`config.mk`:
```
export PLATFORM = sky130hd
export DESIGN_NAME = extint_sense
export DESIGN_NICKNAME = d
export VERILOG_FILES = /design/src/rtl/extint_pkg.sv /design/src/rtl/extint_sync.sv /design/src/rtl/extint_detect.sv /design/src/rtl/extint_flag.sv /design/src/rtl/extint_sense.sv
export SDC_FILE = /design/constraint.sdc
export NUM_CORES = 1
export LEC_CHECK = 0
export ABC_AREA = 1
export BUFFER_PORTS_ARGS = -buffer_cell sky130_fd_sc_hd__buf_2
export CORE_AREA = 3 3 40 42
export CTS_CLUSTER_SIZE = 14
export DETAILED_ROUTE_END_ITERATION = 10
export DIE_AREA = 0 0 43 45
export PLACE_DENSITY = 0.48
export SLEW_MARGIN = 15
export SYNTH_ARGS = -nofsm -noshare
export SYNTH_HDL_FRONTEND = slang
export SYNTH_SLANG_ARGS = --single-unit
```
`constraint.sdc`:
```
create_clock -name clk -period 1.25 [get_ports clk]
set_clock_uncertainty 0.15 [all_clocks]
set_input_delay 0.0625 -clock clk [delete_from_list [all_inputs] [get_ports clk]]
set_output_delay 0.0625 -clock clk [all_outputs]
set_load 0.03 [all_outputs]
```
`src/rtl/extint_pkg.sv`:
```
package extint_pkg;
  typedef enum logic [1:0] {
    SENSE_LOW  = 2'b00,
    SENSE_RSVD = 2'b01,
    SENSE_FALL = 2'b10,
    SENSE_RISE = 2'b11
  } sense_t;
endpackage

```
`src/rtl/extint_sync.sv`:
```
module extint_sync #(
  parameter int  STAGES     = 2,
  parameter logic RESET_VAL = 1'b1
) (
  input  logic clk,
  input  logic rst,
  input  logic din,
  output logic dout
);
  logic [STAGES-1:0] chain;

  always_ff @(posedge clk) begin
    if (rst) chain <= {STAGES{RESET_VAL}};
    else     chain <= {chain[STAGES-2:0], din};
  end

  assign dout = chain[STAGES-1];
endmodule

```
`src/rtl/extint_detect.sv`:
```
module extint_detect
  import extint_pkg::*;
#(
  parameter logic IDLE_LEVEL = 1'b1
) (
  input  logic       clk,
  input  logic       rst,
  input  logic       pin_sync,
  input  logic [1:0] sense_mode,
  input  logic       local_en,
  input  logic       insn_done,
  output sense_t     mode_q,
  output logic       samp_cur,
  output logic       edge_hit,
  output logic       spur,
  output logic       lvl_req
);
  logic samp_prev;

  // Sample pair: current and previous synchronised value
  always_ff @(posedge clk) begin
    if (rst) begin
      samp_cur  <= IDLE_LEVEL;
      samp_prev <= IDLE_LEVEL;
      mode_q    <= SENSE_LOW;
    end else begin
      samp_cur  <= pin_sync;
      samp_prev <= samp_cur;
      mode_q    <= sense_t'(sense_mode);
    end
  end

  always_comb begin
    unique case (mode_q)
      SENSE_FALL: edge_hit = samp_prev & ~samp_cur;
      SENSE_RISE: edge_hit = ~samp_prev & samp_cur;
      default:    edge_hit = 1'b0;
    endcase
  end

  // Rewriting the sense field into an edge mode while enabled glitches the flag
  assign spur = local_en & sense_mode[1] & (sense_mode != mode_q);

  // Level request: armed at instruction completion, held while the line is low
  always_ff @(posedge clk) begin
    if (rst) lvl_req <= 1'b0;
    else     lvl_req <= (mode_q == SENSE_LOW) & ~samp_cur & (insn_done | lvl_req);
  end
endmodule

```
`src/rtl/extint_flag.sv`:
```
module extint_flag (
  input  logic clk,
  input  logic rst,
  input  logic set,
  input  logic clr,
  output logic flag
);
  always_ff @(posedge clk) begin
    if (rst)      flag <= 1'b0;
    else if (set) flag <= 1'b1;
    else if (clr) flag <= 1'b0;
  end
endmodule

```
`src/rtl/extint_sense.sv`:
```
module extint_sense
  import extint_pkg::*;
#(
  parameter int   SYNC_STAGES = 2,
  parameter logic IDLE_LEVEL  = 1'b1
) (
  input  logic       clk,
  input  logic       rst,
  input  logic       pin_async,
  input  logic [1:0] sense_mode,
  input  logic       local_en,
  input  logic       global_ie,
  input  logic       insn_done,
  input  logic       ack,
  output logic       irq,
  output logic       edge_flag,
  output logic       level_wake
);
  logic   pin_sync;
  sense_t mode_q;
  logic   samp_cur;
  logic   edge_hit;
  logic   spur;
  logic   lvl_req;
  logic   flag_set;

  extint_sync #(.STAGES(SYNC_STAGES), .RESET_VAL(IDLE_LEVEL)) u_sync (
    .clk (clk),
    .rst (rst),
    .din (pin_async),
    .dout(pin_sync)
  );

  extint_detect #(.IDLE_LEVEL(IDLE_LEVEL)) u_detect (
    .clk       (clk),
    .rst       (rst),
    .pin_sync  (pin_sync),
    .sense_mode(sense_mode),
    .local_en  (local_en),
    .insn_done (insn_done),
    .mode_q    (mode_q),
    .samp_cur  (samp_cur),
    .edge_hit  (edge_hit),
    .spur      (spur),
    .lvl_req   (lvl_req)
  );

  assign flag_set = edge_hit | spur;

  extint_flag u_flag (
    .clk (clk),
    .rst (rst),
    .set (flag_set),
    .clr (ack),
    .flag(edge_flag)
  );

  always_ff @(posedge clk) begin
    if (rst) irq <= 1'b0;
    else     irq <= global_ie & local_en & (edge_flag | lvl_req);
  end

  // Deliberately unclocked: usable while the CPU clock is stopped
  assign level_wake = local_en & (sense_mode == SENSE_LOW) & ~pin_async;
endmodule

```
# Word level (Yosys, flattened, before mapping)
# Cells that the tools add are included.
classes:
  n_eq_ne: 3
  mux: 3
  bitwise: 16
  n_reduce_logical: 3
op_table:
  columns: ["operator", "count"]
  rows:
  - ["1-bit bitwise AND", 10]
  - ["2-bit equality test, second input constant", 2]
  - ["2-bit logical NOT", 2]
  - ["1-bit NOT", 3]
  - ["1-bit bitwise OR", 3]
  - ["1-bit 2-to-1 mux", 2]
  - ["2-bit inequality test", 1]
  - ["1-bit case mux with 2 select lines", 1]
  - ["2-bit nonzero test", 1]
totals:
  ff_bits: 9
  input_bits: 9
  out_inout_bits: 3
  elab_cells: 32

# Logic depth before layout (Yosys ltp)
depth:
  ltp_word: 5
  ltp_mapped: 7
  depth_no_buf: 7

# Hierarchy
# A second synthesis with hierarchy kept.
hier_totals:
  cells_unflattened: 52
  hier_area_um2: 365.4
modules_own_cells:
  columns: ["module", "n_inst", "cells_each", "area_each_um2"]
  rows:
  - ["extint_detect", 1, 28, 201.4]
  - ["extint_sense", 1, 12, 65.1]
  - ["extint_sync", 1, 7, 58.8]
  - ["extint_flag", 1, 5, 40.0]

# Worst setup path before layout
# Ideal clock, no wire load.
synth_timing:
  kind: "register -> register"
  start: "reg, netlist name u_flag.flag"
  end: "reg u_flag.flag"
  setup_time_ns: 0.064
  t_arrival_ns: 0.774
  required_time_ns: 1.036
  slack_ns: 0.262
  stages_incl_launch_ff: 5
  path_buffers: 0
  path_cell_list: "dfxtp_1 -> nand2_1 -> nand3_2 -> nor2_1 -> nor2_1"
synth_rtl:
  columns: ["element", "line_no", "text"]
  rows:
  - ["end signal: assignment", "extint_flag.sv:9", "if (rst) flag <= 1'b0;"]
  - ["end signal: assignment", "extint_flag.sv:10", "else if (set) flag <= 1'b1;"]
  - ["end signal: assignment", "extint_flag.sv:11", "else if (clr) flag <= 1'b0;"]
  - ["end: declaration", "extint_flag.sv:6", "output logic flag"]

# Final worst setup path
layout_timing:
  start: "in pin_async"
  end: "out level_wake"
layout_between:
  elab_chain_len: 2
layout_rtl:
  columns: ["element", "line_no", "text"]
  rows:
  - ["start: declaration", "extint_sense.sv:9", "input logic pin_async,"]
  - ["1-bit NOT", "extint_sense.sv:64", "assign level_wake = local_en & (sense_mode == SENSE_LOW) & ~pin_async;"]
  - ["1-bit bitwise AND", "extint_sense.sv:64", null]
  - ["end: declaration", "extint_sense.sv:17", "output logic level_wake"]
# Every way passes these cells.

==> flow_summary.ini <==
[outcome]
status = finished, final reports clean

[sta]
post-route-period-util = 0.966
finalHoldViolations = 0
max_freq_ghz = 0.828
final_max_slew_viol_count = 0
tightest_slew_ns = 0.190
rsz0062_at_grt = false
maxSlewHeadroom = 0.873
layout_min_cycle_time_ns = 1.21
fin_setup_tns_ns = 0
finalSetupViolCount = 0

[critical_path]
crit_chain = dlygate4sd3_1 -> buf_2 -> nor2_1 -> buf_2
cp.depth = 4
cpMaxStageDelayCell = dlygate4sd3_1
cp_top_family = buffers and inverters
required_ns = 1.04
crit_path_end_kind = output port
slowest_delay_ns = 0.53
crit_buf_inv = 3
critical_path.startpoint = pin_async
path_common_cell = buf_2
path_class = in2out
reg2regPathDepth = 7
path_max_fanout = 2
cp.arrival_ns = 0.99
crit-reg2reg-launch = u_detect.mode_q[0]
critPathLaunchType = input pin

[synth]
syn_avg_cell_area_um2 = 7.67
yosysTopAreaCellShare = 0.511
synth.area.top_cells = dfxtp_1 51%, inv_1 11%, nor2_1 11%, nand2_1 8.5%, or2_2 5.3%
synth-edff-count = 0
syn_area_um2 = 353
yosys.area.top_type = dfxtp_1
syn-num-nets = 55
synth_flop_cell = dfxtp_1
netlist_instances = 46
yosysUniqueCellTypes = 10
yosys_warnings = 0
ys_seq_area_frac = 0.511
postSynth.asyncResetShare = 0
synth-seq-cells = 9
synthTopCellsByCount = 10 x inv_1, 10 x nor2_1, 9 x dfxtp_1

[floorplan]
die_h_um = 45
io_pins = 12
placementRows = 13
core_um2 = 1280
die_x_um = 43
initial_core_util = 0.275
die_area_um2 = 1940

[global_routing]
grt_antenna_before_repair = 0
grt-ovfl-total = 0
grt_first_pass_wirelength_um = 1120
grt_usage = 0.0801
grt_max_degree = 9
grt_pass1_vias = 276

[cts]
cts_max_level = 1
clkTransAtPathRegs_ns = 0.06
clock-sinks = 9
cts_buffers = 3
cts_buffer_depth = 2
clk_latency_ns = 0.26
cts_tree = built
root_buffer = clkbuf_4

[min_path]
hold_start = ack
hp-class = in2reg
holdPathStages = 6

[layout]
antenna_cells = 0
fill_cells = 134
regArea_um2 = 180
syn_to_final_growth_pct = 48.2
drive_gt1_frac = 0.294
layout.nets = 78
multi_input_area_um2 = 135

[routing]
drt_iter0_markers = 0
wl_met3_um = 50
drc = 0
routed.top_layer = met3
wl_met1_um = 295
drt-vias-per-instance = 3.98
first_pass_iters = 1
via_count = 330
wl_per_cell_um = 7.89
totalWireLength_um = 655
ant_nets = 0
wl_met2_um = 308

[pwr]
p_leak_nw = 0.289
power_per_cell_area_nw_per_um2 = 1130
power_uw = 592
peakVddDrop_mv = 0.645

[placement]
gp_congestion = 0.617
io_buffers = 11
dp_hpwl_um = 480

[run]
maxCapViolCount = 0
[cell type report]
type	count	area share
Sequential cell	9	0.344
Clock buffer	4	0.0502
Multi-Input combinational cell	27	0.258
Inverter	10	0.0718
Timing Repair Buffer	18	0.239
Tap cell	15	0.0359
[flip-flops by register name, summed over array words and instances, names as in the netlist]
name and count:
irq 1, u_detect.lvl_req 1, u_detect.mode_q 2, u_detect.samp_cur 1, u_detect.samp_prev 1, u_flag.flag 1
u_sync.chain 2
[worst min-delay path, stage by stage]
cell	delay, ns
buf_2	0.09
inv_1	0.04
nand2_1	0.05
nand3_2	0.06
nor2_1	0.04
nor2_1	0.06
[metal layers]
layer  vias up  GRT usage
li1        179          -
met1       142     0.0825
met2         9      0.132
met3         0     0.0598
met4         0     0.0181
met5         -          0
[placed cells by master (no fill, tap or decap)]
master,instances
buf_2,11
inv_1,10
nor2_1,10
dfxtp_1,9
nand2_1,8
dlygate4sd3_1,7
or2_2,3
clkbuf_4,3
nand3_1,2
nand3_2,1
o211ai_1,1
or2_4,1
nor4_2,1
clkbuf_1,1
[repair_timing]
item	CTS	global route
buffers inserted	0	0
endpoints found under the hold margin	9	0
endpoints found under the setup margin	0	0
hold buffers	7	0
gates resized for setup	0	0
[metrics by stage]
step | setup slack (ns) | hold WS, ns | utilization | cell area (um2) | instances
floorplan | 0.262 | -0.0151 | - | 353 | 46
global placement | 0.219 | 0.115 | 0.332 | 427 | 72
detailed placement | 0.203 | 0.116 | 0.332 | 427 | 72
CTS | 0.0352 | 0.0375 | 0.407 | 523 | 83
global route | 0.00598 | 0.0603 | 0.407 | 523 | 83
finish | 0.0428 | 0.0419 | 0.407 | 523 | 83
[where the power goes]
part / switching, mW / total, mW / leakage [nW] / internal (mW)
logic: 0.0305 / 0.0681 / 0.200 / 0.0375
registers: 0.00758 / 0.305 / 0.0740 / 0.297
clock network: 0.0963 / 0.219 / 0.0150 / 0.123
total: 0.134 / 0.592 / 0.289 / 0.458
[cells by family (layout without fill, tap and decap cells)]
group	after synthesis	after routing	synth area share
simple gates	26	26	0.362
buf+inv	10	32	0.106
compound gates	1	1	0.0213
flops	9	9	0.511
[final timing paths]
kind         slack (ns)               to
max reg2reg        0.20      u_flag.flag
min reg2reg        0.25  u_sync.chain[1]
max                0.04       level_wake
min                0.04      u_flag.flag
Power figures use the tool's default switching activity.
